$ cat config.mk
export PLATFORM = sky130hd
export DESIGN_NAME = adc_cfg_sequencer
export DESIGN_NICKNAME = d
export VERILOG_FILES = /design/src/rtl/adc_cfg_pkg.sv /design/src/rtl/cfg_table.sv /design/src/rtl/hold_timer.sv /design/src/rtl/frame_serializer.sv /design/src/rtl/adc_cfg_sequencer.sv
export SDC_FILE = /design/constraint.sdc
export NUM_CORES = 1
export LEC_CHECK = 0
export CORE_UTILIZATION = 57
export CTS_CLUSTER_DIAMETER = 120
export DETAILED_ROUTE_END_ITERATION = 6
export PLACE_DENSITY = 0.75
export SLEW_MARGIN = 0
export SYNTH_ARGS = -nofsm -noshare
export SYNTH_HDL_FRONTEND = slang
export SYNTH_SLANG_ARGS = --single-unit
export TNS_END_PERCENT = 30
$ cat constraint.sdc
create_clock -name clk -period 3.13 [get_ports clk]
set_input_delay 0.313 -clock clk [delete_from_list [all_inputs] [get_ports clk]]
set_output_delay 0.313 -clock clk [all_outputs]
set_load 0.005 [all_outputs]
$ cat src/rtl/adc_cfg_pkg.sv
package adc_cfg_pkg;

    localparam int FRAME_W    = 32;
    localparam int HDR_W      = 12;
    localparam int ADDR_W     = 4;
    localparam int DATA_W     = 16;
    localparam int NUM_WRITES = 10;
    localparam int IDX_W      = $clog2(NUM_WRITES);
    localparam int BIT_W      = $clog2(FRAME_W);

    localparam logic [HDR_W-1:0] FRAME_HDR = 12'h001;

    typedef struct packed {
        logic [ADDR_W-1:0] addr;
        logic [DATA_W-1:0] data;
    } reg_write_t;

    typedef enum logic [1:0] {
        SH_IDLE,
        SH_LEAD,
        SH_BITS,
        SH_TAIL
    } shift_state_t;

    typedef enum logic [1:0] {
        SQ_IDLE,
        SQ_ISSUE,
        SQ_SEND,
        SQ_HOLD
    } seq_state_t;

    // Ordered configuration list; the last two entries form the calibration pair.
    function automatic reg_write_t write_entry(input logic [IDX_W-1:0] idx);
        reg_write_t w;
        case (idx)
            4'd0:    w = '{addr: 4'h1, data: 16'hB7FF};
            4'd1:    w = '{addr: 4'h9, data: 16'h03FF};
            4'd2:    w = '{addr: 4'h2, data: 16'h007F};
            4'd3:    w = '{addr: 4'hA, data: 16'h007F};
            4'd4:    w = '{addr: 4'h3, data: 16'hE07F};
            4'd5:    w = '{addr: 4'hB, data: 16'hE07F};
            4'd6:    w = '{addr: 4'hE, data: 16'h00FF};
            4'd7:    w = '{addr: 4'hF, data: 16'h007F};
            4'd8:    w = '{addr: 4'h0, data: 16'h7FFF};
            4'd9:    w = '{addr: 4'h0, data: 16'hFFFF};
            default: w = '0;
        endcase
        return w;
    endfunction

    function automatic logic [FRAME_W-1:0] make_frame(input reg_write_t w);
        return {FRAME_HDR, w.addr, w.data};
    endfunction

endpackage

$ cat src/rtl/cfg_table.sv
module cfg_table
    import adc_cfg_pkg::*;
(
    input  logic [IDX_W-1:0]   idx,
    output logic [FRAME_W-1:0] frame,
    output logic               is_cal_clear,
    output logic               is_last
);

    localparam logic [IDX_W-1:0] LAST_IDX  = IDX_W'(NUM_WRITES - 1);
    localparam logic [IDX_W-1:0] CLEAR_IDX = IDX_W'(NUM_WRITES - 2);

    always_comb begin
        frame        = make_frame(write_entry(idx));
        is_cal_clear = (idx == CLEAR_IDX);
        is_last      = (idx == LAST_IDX);
    end

endmodule

$ cat src/rtl/hold_timer.sv
module hold_timer #(
    parameter int CNT_W = 11
) (
    input  logic             clk,
    input  logic             rst,
    input  logic             load,
    input  logic [CNT_W-1:0] count,
    output logic             expired
);

    logic             active;
    logic [CNT_W-1:0] remain;

    always_ff @(posedge clk) begin
        if (rst) begin
            active <= 1'b0;
            remain <= '0;
        end else if (load) begin
            active <= 1'b1;
            remain <= count;
        end else if (active) begin
            if (remain == '0) begin
                active <= 1'b0;
            end else begin
                remain <= remain - 1'b1;
            end
        end
    end

    assign expired = active && (remain == '0);

    // expiry is a single-cycle event per load
    a_r5_expire_once: assert property (@(posedge clk) disable iff (rst)
        (expired && !load) |=> !expired);

endmodule

$ cat src/rtl/frame_serializer.sv
module frame_serializer
    import adc_cfg_pkg::*;
#(
    parameter int CLK_DIV = 4
) (
    input  logic               clk,
    input  logic               rst,
    input  logic               load,
    input  logic [FRAME_W-1:0] frame,
    output logic               ready,
    output logic               frame_done,
    output logic               sclk,
    output logic               sdata,
    output logic               cs_n
);

    localparam int CNT_W = (CLK_DIV > 2) ? $clog2(CLK_DIV) : 1;
    localparam logic [CNT_W-1:0] CNT_LAST = CNT_W'(CLK_DIV - 1);
    localparam logic [CNT_W-1:0] CNT_HALF = CNT_W'(CLK_DIV / 2);
    localparam logic [BIT_W-1:0] BIT_LAST = BIT_W'(FRAME_W - 1);

    shift_state_t       state, n_state;
    logic [CNT_W-1:0]   cnt, n_cnt;
    logic [BIT_W-1:0]   bit_idx, n_bit_idx;
    logic [FRAME_W-1:0] shreg, n_shreg;
    logic               n_done;

    always_comb begin
        n_state   = state;
        n_cnt     = cnt;
        n_bit_idx = bit_idx;
        n_shreg   = shreg;
        n_done    = 1'b0;
        case (state)
            SH_IDLE: begin
                if (load) begin
                    n_state   = SH_LEAD;
                    n_cnt     = '0;
                    n_bit_idx = '0;
                    n_shreg   = frame;
                end
            end
            SH_LEAD: begin
                if (cnt == CNT_LAST) begin
                    n_state = SH_BITS;
                    n_cnt   = '0;
                end else begin
                    n_cnt = cnt + 1'b1;
                end
            end
            SH_BITS: begin
                if (cnt == CNT_LAST) begin
                    n_cnt = '0;
                    if (bit_idx == BIT_LAST) begin
                        n_state = SH_TAIL;
                    end else begin
                        n_bit_idx = bit_idx + 1'b1;
                        n_shreg   = {shreg[FRAME_W-2:0], 1'b0};
                    end
                end else begin
                    n_cnt = cnt + 1'b1;
                end
            end
            SH_TAIL: begin
                if (cnt == CNT_LAST) begin
                    n_state = SH_IDLE;
                    n_cnt   = '0;
                    n_done  = 1'b1;
                end else begin
                    n_cnt = cnt + 1'b1;
                end
            end
            default: n_state = SH_IDLE;
        endcase
    end

    always_ff @(posedge clk) begin
        if (rst) begin
            state      <= SH_IDLE;
            cnt        <= '0;
            bit_idx    <= '0;
            shreg      <= '0;
            frame_done <= 1'b0;
            cs_n       <= 1'b1;
            sclk       <= 1'b0;
            sdata      <= 1'b0;
        end else begin
            state      <= n_state;
            cnt        <= n_cnt;
            bit_idx    <= n_bit_idx;
            shreg      <= n_shreg;
            frame_done <= n_done;
            cs_n       <= (n_state == SH_IDLE);
            sclk       <= (n_state == SH_BITS) && (n_cnt >= CNT_HALF);
            sdata      <= (n_state == SH_BITS) ? n_shreg[FRAME_W-1] : 1'b0;
        end
    end

    assign ready = (state == SH_IDLE);

    // serial clock rests low whenever the device is deselected
    a_r7_sclk_low_deselected: assert property (@(posedge clk) disable iff (rst)
        cs_n |-> !sclk);

    // data holds still across a high serial clock phase
    a_r7_sdata_steady_high: assert property (@(posedge clk) disable iff (rst)
        (sclk && $past(sclk)) |-> (sdata == $past(sdata)));

    // a new frame is only accepted while idle
    a_r1_load_when_idle: assert property (@(posedge clk) disable iff (rst)
        load |-> cs_n);

endmodule

$ cat src/rtl/adc_cfg_sequencer.sv
module adc_cfg_sequencer
    import adc_cfg_pkg::*;
#(
    parameter int CLK_DIV     = 4,
    parameter int WAIT_CYCLES = 1280
) (
    input  logic clk,
    input  logic rst,
    input  logic start,
    output logic busy,
    output logic done,
    output logic sclk,
    output logic sdata,
    output logic cs_n
);

    localparam int GAP_CYCLES = 2 * CLK_DIV;
    localparam int HOLD_MAX   = (WAIT_CYCLES > GAP_CYCLES) ? WAIT_CYCLES : GAP_CYCLES;
    localparam int HOLD_W     = $clog2(HOLD_MAX + 1);
    // Three cycles of the chip-select-high interval are spent in handoff:
    // serializer done flag, timer expiry decision and the issue cycle.
    localparam int HANDOFF    = 3;
    localparam logic [HOLD_W-1:0] HOLD_GAP  = HOLD_W'(GAP_CYCLES - HANDOFF);
    localparam logic [HOLD_W-1:0] HOLD_CAL  = HOLD_W'(WAIT_CYCLES - HANDOFF);

    seq_state_t         state;
    logic [IDX_W-1:0]   idx;
    logic [FRAME_W-1:0] cur_frame;
    logic               is_cal_clear;
    logic               is_last;
    logic               tx_load;
    logic               tx_ready;
    logic               tx_done;
    logic               t_load;
    logic [HOLD_W-1:0]  t_count;
    logic               t_expired;

    cfg_table u_table (
        .idx          (idx),
        .frame        (cur_frame),
        .is_cal_clear (is_cal_clear),
        .is_last      (is_last)
    );

    frame_serializer #(
        .CLK_DIV (CLK_DIV)
    ) u_ser (
        .clk        (clk),
        .rst        (rst),
        .load       (tx_load),
        .frame      (cur_frame),
        .ready      (tx_ready),
        .frame_done (tx_done),
        .sclk       (sclk),
        .sdata      (sdata),
        .cs_n       (cs_n)
    );

    hold_timer #(
        .CNT_W (HOLD_W)
    ) u_hold (
        .clk     (clk),
        .rst     (rst),
        .load    (t_load),
        .count   (t_count),
        .expired (t_expired)
    );

    assign tx_load = (state == SQ_ISSUE) && tx_ready;
    assign t_load  = (state == SQ_SEND) && tx_done && !is_last;
    assign t_count = is_cal_clear ? HOLD_CAL : HOLD_GAP;

    always_ff @(posedge clk) begin
        if (rst) begin
            state <= SQ_IDLE;
            idx   <= '0;
            busy  <= 1'b0;
            done  <= 1'b0;
        end else begin
            done <= 1'b0;
            case (state)
                SQ_IDLE: begin
                    if (start) begin
                        state <= SQ_ISSUE;
                        idx   <= '0;
                        busy  <= 1'b1;
                    end
                end
                SQ_ISSUE: begin
                    if (tx_ready) begin
                        state <= SQ_SEND;
                    end
                end
                SQ_SEND: begin
                    if (tx_done) begin
                        if (is_last) begin
                            state <= SQ_IDLE;
                            busy  <= 1'b0;
                            done  <= 1'b1;
                        end else begin
                            state <= SQ_HOLD;
                        end
                    end
                end
                SQ_HOLD: begin
                    if (t_expired) begin
                        idx   <= idx + 1'b1;
                        state <= SQ_ISSUE;
                    end
                end
                default: state <= SQ_IDLE;
            endcase
        end
    end

    // completion is a one-cycle pulse
    a_r9_done_single: assert property (@(posedge clk) disable iff (rst)
        done |=> !done);

    // completion is reported only once the sequence is no longer busy
    a_r9_done_not_busy: assert property (@(posedge clk) disable iff (rst)
        done |-> !busy);

    // the device is selected only within a busy sequence
    a_r9_select_within_busy: assert property (@(posedge clk) disable iff (rst)
        !cs_n |-> busy);

    // a sequence begins only in answer to a start request
    a_r10_busy_needs_start: assert property (@(posedge clk) disable iff (rst)
        $rose(busy) |-> $past(start));

    // the list index stays inside the table
    a_r2_index_in_range: assert property (@(posedge clk) disable iff (rst)
        busy |-> (idx < IDX_W'(NUM_WRITES)));

endmodule

== After elaboration in Yosys (flattened, before gate mapping) ==
Memories as Yosys holds them, arrays and structs flattened. A register that Yosys moved wholly into a read port is not among the register bits.
Index checks and enable logic that the tools add are counted.
Word-level totals
  register bits after elaboration: 65
  bits in latches: 0
  RAM bits: 0
  bits in read-only memories: 320
  bits of input ports: 3
  output and inout bits: 5
  word-level logic and storage cells: 109
  memories: 1
Operators by class
  add/sub/neg operators: 4
  multiply operators: 0
  div/mod/pow operators: 0
  magnitude comparators: 1
  equal/unequal tests: 20
  shift-type cells: 0
  multiplexer cells: 41
  bitwise logic cells: 4
  reduce and logical (&&, ||, !) cells: 23
Memory list
  (name not given): words 16, bits a word 20, read ports 1, clocked after Yosys merged registers in 1, write ports 0, RTL line adc_cfg_pkg.sv:35  | case (idx)
Operator list (count)
  $mux W32: 3
  $pmux W32 S2: 1
  $mux W11: 4
  $mux W2: 12
  $mux W4: 4
  $pmux W2 S4: 2
  $mux W5: 3
  $ne A2 B2 Y1 const B: 7
  $eq A2 B2 Y1 const B: 6
  $reduce_and A4 Y1: 3
  $logic_not A11 Y1: 1
  $sub A11 B1 Y11 const B: 1
  $pmux W5 S2: 1
  $eq A4 B4 Y1 const B: 2
  $mux W1: 8
  $pmux W4 S2: 1
  $reduce_bool A2 Y1: 4
  $logic_not A2 Y1: 3
  $reduce_or A3 Y1: 2
  $add A5 B1 Y5 const B: 1
  $eq A5 B5 Y1 const B: 1
  $logic_and A1 B1 Y1: 5
  $add A4 B1 Y4 const B: 1
  $eq A2 B1 Y1 const B: 2
  other kinds (10): 15

== Depth between registers and ports, before layout ==
Gate-level depths: netlist of the first run.
  depth in word-level cells: 7
  depth in mapped cells: 8
  gate-level depth less buffers: 8

== By module ==
Synthesis of the first run repeated with hierarchy kept, for this count alone.
Second synthesis, totals
  cell total of the unflattened synthesis: 382
  area total of the unflattened synthesis: 3410.8 µm²
Modules (own cells, without submodules)
  frame_serializer: instances 1, cells each 201, area each 1861.8 µm²
  hold_timer: instances 1, cells each 79, area each 690.7 µm²
  adc_cfg_sequencer: instances 1, cells each 54, area each 518.0 µm²
  cfg_table: instances 1, cells each 48, area each 340.3 µm²

== Least setup slack after synthesis of the first run ==
No wires, ideal clock.
  path kind: register to register
  start: reg u_ser.bit_idx[0]
  end: reg u_ser.shreg[4]
  arrival: 2.209 ns
  slack: 0.794 ns
  cell stages (with the launch flop): 9
  buffers on the path: 1
  cell sequence: dfxtp_1 > ha_1 > and3_1 > ha_1 > nor3_1 > nor2_1 > clkbuf_1 > a221oi_1 > nor2_1
Between the ends
  longest elaborated chain between the ends: 3
Ends and longest elaborated chain
  start: declaration: RTL line frame_serializer.sv:24  | logic [BIT_W-1:0] bit_idx, n_bit_idx;
  start signal: assignment: RTL line frame_serializer.sv:90  | bit_idx <= n_bit_idx;
  $eq A5 B5 Y1: RTL line frame_serializer.sv:54  | if (bit_idx == BIT_LAST) begin
  $ne A2 B2 Y1 (no line)
  $reduce_and A4 Y1 (no line)
  end signal: assignment: RTL line frame_serializer.sv:91  | shreg <= n_shreg;
  end: declaration: RTL line frame_serializer.sv:25  | logic [FRAME_W-1:0] shreg, n_shreg;
Every way passes these cells.
A chain may end at the register's enable or synchronous reset.

== Final worst setup path of the first run ==
  start: reg u_hold.remain[0]
  end: reg, netlist name u_table.frame[14]
Between the ends
  longest elaborated chain between the ends: 6
Ends and longest elaborated chain
  start: declaration: RTL line hold_timer.sv:12  | logic [CNT_W-1:0] remain;
  start signal: assignment: RTL line hold_timer.sv:20  | remain <= count;
  start signal: assignment: RTL line hold_timer.sv:25  | remain <= remain - 1'b1;
  $logic_not A11 Y1: RTL line hold_timer.sv:30  | assign expired = active && (remain == '0);
  $logic_and A1 B1 Y1: RTL line hold_timer.sv:30
  $ne A2 B2 Y1 (no line)
  $reduce_and A3 Y1 (no line)
  $mux W4 (no line) (2 in series)
Every way passes these cells.

==> impl_results.md, run 1 <==
- Startpoint Class: register
- Final ANT Viol Nets: 0
- Initial antenna violation count: 0
- Clock root cell: clkbuf_8
- Number of buffers on the longest clock path: 2
- Pins Over Slew Limit: 0
- First-pass GRT wire length: 11000 µm
- Final WL: around 6300 µm
- R2R Path Start: u_hold.remain[0]$_SDFFE_PP0P_
- Vias in the first global route: 2483
- Lkg Pwr: 0.00130 µW
- Row count: 27
- Antenna diodes: 0
- Buffer and inverter count on the worst path: 1
- Avg Inst Size Synth: between 9 and 10 µm²
- Total gr overflow: 0
- Status: finished clean
- Clk Latency, worst-skew pair: 350 ps
- Syn_nets: 379
- Post-synth EDFFs: 0
- FMAX: 407 MHz
- Main synth FF type: dfxtp_1
- Die Wd: 77.9 µm
- Setup crit start: u_hold.remain[0]$_SDFFE_PP0P_
- Cells after DPL: between 400 and 500
- Starting Density: 59.3%
- Crit-path cells: inv_1 > ha_1 > or4b_4 > nor4_2 > mux2i_1 > nand2b_1 > a21oi_1
- WP data required: 3360 ps
- Number of synthesized register bits: 77
- Final Worst Setup Slack: just under 700 ps
- Worst Tran Pin Value: 979 ps
- Setup_tns: 0 ps
- Delay-heaviest family, CP: simple AND/OR/NAND/NOR gates
- Commonest non-fill, non-tap cell in the layout: dfxtp_1
- DRT Pass-1 Iters: 4
- CP max FO: 8
- Synth top area cells: dfxtp_1 (47%), nor2_1 (4.8%), ha_1 (4.6%)
- CP max stage delay: 530 ps
- Post-synthesis cell count: approximately 360
- P&R area growth vs syn: 10.2%
- Share of cells above drive strength 1: roughly a tenth
- Worst Skew: 9.47 ps
- Leading area contributor after synthesis: dfxtp_1
- WP depth: 7
- Ports: 8
- Post-cts sizing count: 0
- Reg-to-reg setup timing slack: 670 ps
- Critical Path AT: 2690 ps
- RSZ-0062 raised after global routing: false
- Total die area: slightly above 6000 µm²
- Synth top area share: 46.9%
- Hold Slack: 458 ps
- GRT Overall Usage: 23.0%
- Post-CTS Setup Bufs: 0
- Layout Cells excl Fill: 447
- Final net count: 385
- Final period util: 78.5%
- 1st-iter DRT viols: 120
- Die height: 77.9 µm
- CTS tree: done
- Cts-stage hold buffer count: 0
- Normalized max-slew margin: about a third
- FF-to-FF path depth: 7
- Clk slew on worst S/H paths: ~80 ps
- Vias per inst: 5.75
- Largest net degree at the start of global routing: 40
- Post-synth cell types: between 50 and 60
- Sequential area share after synthesis: 46.9%
- R2r endpoint: u_table.frame[14]$_DFF_P_
- Port bufs: 7
- Crit. End Element: register
- Commonest cells after routing, fill and taps aside: dfxtp_1 (77), nor2_1 (41), nand2_1 (33)
- Post-DP HPWL: roughly 4200 µm
- Synthesized cell area: 3290 µm²
- Total number of vias: 2569
- Final Hold Viols: 0
- Final setup fails: 0
- Peak VDD IR: 0.344 mV
- Hold Path Class: reg -> reg
- Core Box Area: 5540 µm²
- Num CTS Buffers: 9
- Power per standard cell area: 665 nW/µm²
- Crit path kind: reg -> reg
- GPL Wtd Cong: approximately 0.94
- H-tree depth: 3
- Ys async rst share: 0%
- Pre-CTS setup slack: between 700 and 800 ps
- Max cap viols: 0
- Post-layout min period: between 2000 and 2500 ps
- Routed len/inst: 14.1 µm
- Total clock sinks: between 70 and 80
- DR DRC count: 0
- CP max-delay cell: mux2i_1
- Timing endpoint of the critical path: u_table.frame[14]$_DFF_P_
- Synth Warn #: 0
## where the power goes
group          internal [µW]  switching [µW]  leakage, µW
registers               1090            68.6     0.000625
logic                    192             309     0.000570
clock network            388             359     0.000102
total                   1670             737      0.00130
## metrics by stage
stage                     util, %  area (µm²)  total power (µW)
after floorplan                 -        3290              1550
after CTS                    65.4        3620              2430
final                        65.4        3620              2410
after detailed placement     61.8        3420              1680
after global placement       61.8        3420              1670
after global routing         65.4        3620              2560
## area by class of cell
class | count | area, µm²
multi-input combinational | 256 | 1630
fill | 479 | 1920
sequential | 77 | 1540
clock buffer | 10 | 138
timing repair buffer | 12 | 103
inverter | 14 | 55.1
clock inverter | 6 | 61.3
tap | 72 | 90.1
## flip-flops by register name, indices dropped and copies added, names as in the netlist, 2 cells and up
name           flops
u_table.frame     12
u_ser.bit_idx      5
u_hold.remain     11
u_ser.state        2
idx                4
state              2
u_ser.cnt          2
u_ser.shreg       32
## per-layer routing
layer  vias up  wire (µm)  track usage (%)
li1       1314          -                -
met1      1207       3010             29.1
met2        41       2990             36.5
met3         7        242             6.82
met4         0         70             9.81
met5         -          0                0
## worst register-to-register path, delay by kind of cell, from the launching register on
| kind | cells | cell delay [ps] |
|---|---|---|
| mux | 1 | 530 |
| fa+ha+maj | 1 | 170 |
| simple gates | 3 | 1120 |
| compound gates | 1 | 100 |
| flops | 1 | 330 |
| buf+inv | 1 | 90 |
## worst min path at each step
stage                                             start  slack, ps  depth (start not counted)                            end
after floorplan           u_ser.bit_idx[4]$_SDFFE_PP0P_        440                          2  u_ser.bit_idx[4]$_SDFFE_PP0P_
after global placement      u_ser.shreg[7]$_SDFFE_PP0P_        440                          2    u_ser.shreg[7]$_SDFFE_PP0P_
after detailed placement    u_ser.shreg[7]$_SDFFE_PP0P_        450                          2    u_ser.shreg[7]$_SDFFE_PP0P_
after CTS                   u_ser.shreg[7]$_SDFFE_PP0P_        460                          2    u_ser.shreg[7]$_SDFFE_PP0P_
after global routing        u_ser.shreg[7]$_SDFFE_PP0P_        480                          2    u_ser.shreg[7]$_SDFFE_PP0P_
final                      u_ser.shreg[17]$_SDFFE_PP0P_        460                          2   u_ser.shreg[17]$_SDFFE_PP0P_
## cell families after synthesis
group / after synthesis / share of synthesized area [%]
buffers and inverters: 31 / 3.62
flip-flops: 77 / 46.9
multiplexers: 8 / 2.59
adder cells (fa/ha/maj): 12 / 4.57
XOR/XNOR: 13 / 3.47
AND/OR/NAND/NOR: 139 / 22.0
AO/OA/AOI/OAI: 84 / 16.9
## Yosys cell counts, types with 2 or more instances
cell type and count:
o31ai_1 2, nor2_1 42, a31oi_1 7, inv_1 13
nor2b_1 8, a22oi_1 19, nor4_2 2, a311oi_1 2
dfxtp_1 77, clkbuf_1 16, a21boi_0 2, a21oi_1 26
nand3b_1 7, o21ai_0 7, nand3_1 9, ha_1 12
nor3_1 12, nand2b_1 3, xor2_1 12, mux2i_1 7
nor4b_1 2, a221oi_1 6, o21ai_1 2, nand2_1 33
nand4_1 7
No activity file was read; power rests on OpenSTA's default activity.
==> run 2, diff against run 1 <==
--- a/config.mk
+++ b/config.mk
@@ -5,10 +5,10 @@
 export SDC_FILE = /design/constraint.sdc
 export NUM_CORES = 1
 export LEC_CHECK = 0
-export CORE_UTILIZATION = 57
+export CORE_UTILIZATION = 55
 export CTS_CLUSTER_DIAMETER = 120
 export DETAILED_ROUTE_END_ITERATION = 6
-export PLACE_DENSITY = 0.75
+export PLACE_DENSITY = 0.76
 export SLEW_MARGIN = 0
 export SYNTH_ARGS = -nofsm -noshare
 export SYNTH_HDL_FRONTEND = slang
==> constraint.sdc (replaced) <==
create_clock -name clk -period 2.2 [get_ports clk]
set_input_delay 0.22 -clock clk [delete_from_list [all_inputs] [get_ports clk]]
set_output_delay 0.22 -clock clk [all_outputs]
set_load 0.005 [all_outputs]
==> run 2 against run 1 <==
Effect of this change: fmax rose by 13%; core utilization grew 2.7 points; hold slack got worse by 250 ps; combinational power increased by 49%; non-clock buffer count grew 20; setup slack worse by 640 ps; largest cell class unchanged.
==> impl_results.md, run 2 (synthesized netlist as in run 1, its figures left out) <==
- Number of buffers on the longest clock path: 2 (unchanged)
- DRT Pass-1 Iters: 5 (+1)
- Core Box Area: 5640 µm² (+1.8%)
- WL met2: 3110 µm (+3.9%)
- Final Hold Viols: 0 (unchanged)
- Lkg Pwr: 0.00139 µW (+7.4%)
- Int Pwr: 2290 µW (+37%)
- GPL Wtd Cong: 0.832 (-12%)
- Total clock sinks: 77 (unchanged)
- Total die area: 6290 µm² (+3.5%)
- WP data required: 2490 ps (-870 ps)
- Reg power frac: 49.3% (+1.1 points)
- Min-delay src: rst
- Core Util, Final: 68.1% (+2.7 points)
- Hold Path Class: in -> reg
- Multi-input logic area: 1720 µm² (+5.1%)
- CP max-delay cell: or4_4
- Total number of vias: 2713 (+5.6%)
- Ports: 8 (unchanged)
- Final net count: 405 (+5.2%)
- Final period util: 98.7% (+20 points)
- First-pass GRT wire length: 11300 µm (+2.8%)
- Cts-stage hold buffer count: 0 (unchanged)
- Vias in the first global route: 2557 (+3.0%)
- Pins Over Slew Limit: 0 (unchanged)
- Status: finished clean
- Layout Cells excl Fill: 467 (+4.5%)
- Clk Latency, worst-skew pair: 360 ps (about the same)
- CP max stage delay: 600 ps (+70 ps)
- Cells after DPL: 448 (+3.9%)
- Highest metal used: met4
- Startpoint Class: register
- 1st-iter DRT viols: 179 (+49%)
- CTS tree: done
- Clock root cell: clkbuf_8
- Overall Power: 3370 µW (+40%)
- Buffer and inverter count on the worst path: 1 (unchanged)
- FMAX: 461 MHz (+13%)
- Initial antenna violation count: 0 (unchanged)
- Worst Skew: 5.33 ps (-4.14 ps)
- Power per standard cell area: 877 nW/µm² (+32%)
- Critical Path AT: 2460 ps (-230 ps)
- Sw power: 1080 µW (+46%)
- Crit path kind: reg -> reg
- Share of cells above drive strength 1: 18.0% (+8.6 points)
- Post-DP HPWL: 4300 µm (+2.1%)
- Normalized max-slew margin: 65.8% (+31 points)
- Clk slew on worst S/H paths: 80 ps (about the same)
- P&R area growth vs syn: 16.9%
- R2R Path Start: u_hold.remain[5]$_SDFFE_PP0P_
- FF+latch area: 1550 µm² (+0.41%)
- Row count: 27 (unchanged)
- Final setup fails: 0 (unchanged)
- Final ANT Viol Nets: 0 (unchanged)
- Total gr overflow: 0 (unchanged)
- H-tree depth: 3 (unchanged)
- Met3 wire len: 284 µm (+17%)
- Setup crit start: u_hold.remain[5]$_SDFFE_PP0P_
- Comb pwr share: 22.1% (+1.3 points)
- Final WL: 6640 µm (+5.2%)
- Peak VDD IR: 0.471 mV (+37%)
- Max FFs per register: 32 (unchanged)
- Post-layout min period: 2170 ps (-286 ps)
- Num CTS Buffers: 9 (unchanged)
- Fillers: 427 (-11%)
- Die height: 79.3 µm (+1.8%)
- Clock power share: 28.6% (-2.4 points)
- Vias per inst: 5.81 (+1.1%)
- Commonest cells after routing, fill and taps aside: dfxtp_1 (72), nor2_1 (41), nand2_1 (33)
- Largest net degree at the start of global routing: 39 (-2.5%)
- Starting Density: 58.2% (-1.1 points)
- Met1 wire length: 3100 µm (+2.9%)
- Die Wd: 79.3 µm (+1.8%)
- Worst Tran Pin Value: 512 ps (-467 ps)
- Routed len/inst: 14.2 µm (+0.74%)
- CP max FO: 5 (-3)
- Commonest non-fill, non-tap cell in the layout: dfxtp_1
- Switching fraction of total power: 31.9% (+1.4 points)
- DR DRC count: 0 (unchanged)
- Port bufs: 7 (unchanged)
- Delay-heaviest family, CP: simple AND/OR/NAND/NOR gates
- Max cap viols: 0 (unchanged)
- Crit. End Element: register
- Antenna diodes: 0 (unchanged)
- Biggest register: u_ser.shreg
- GRT Overall Usage: 23.1% (+0.056 points)
- Crit-path cells: or4_4 > nor4_4 > mux2_4 > inv_4 > or3_4 > a21oi_2
[run 2: cell count changes in the layout (fill, tap and decap cells not counted), sizes merged]
cell	previous run	this run
buf	6	26
bufinv	1	0
clkbuf	10	11
clkinv	3	2
clkinvlp	1	2
[run 2: stage by stage]
step / setup slack [ps] / area [µm²] / setup TNS (ps) / hold slack, ps
floorplan: 37.2 / 3290 / 0 / 385
global placement: -56.5 / 3560 / -74.2 / 443
detailed placement: -98.5 / 3560 / -372 / 448
CTS: -10.3 / 3790 / -10.3 / 198
global route: -16.7 / 3840 / -23.7 / 216
finish: 28.6 / 3840 / 0 / 204
[run 2: repair_timing]
action	CTS	global route
gates resized for setup	8	15
cloned	0	0
pin swaps	1	8
setup buffers	2	1
endpoints found under the setup margin	20	12
endpoints found under the hold margin	0	0
[run 2: power groups by stage]
stage	logic (µW)	registers [µW]	clock network, µW
3_5_place_dp	721	1690	0
2_1_floorplan	560	1650	0
6_report	746	1660	962
4_1_cts	738	1660	981
5_1_grt	841	1680	1050
3_3_place_gp	712	1680	0
[run 2: metal layers]
layer  vias to the layer above  global-route usage (%)
met3                        17                    5.52
met4                         0                    11.3
met2                        57                    37.8
met1                      1293                    28.2
met5                         -                       0
li1                       1346                       -
[run 2: final cells by class]
type	instances	share of cell area (%)
Multi-Input combinational cell	256	44.7
Inverter	14	1.43
Clock buffer	11	3.68
Sequential cell	77	40.3
Timing Repair Buffer	32	6.68
Tap cell	72	2.35
Clock inverter	5	0.880
[run 2: worst paths after layout]
check                                 endpoint  slack [ps]  depth (start not counted)
setup / recovery     u_table.frame[13]$_DFF_P_          30                          6
hold / removal           state[1]$_SDFFE_PP0P_         200                          2
setup reg to reg     u_table.frame[13]$_DFF_P_          30                          6
hold reg to reg   u_ser.shreg[16]$_SDFFE_PP0P_         460                          2
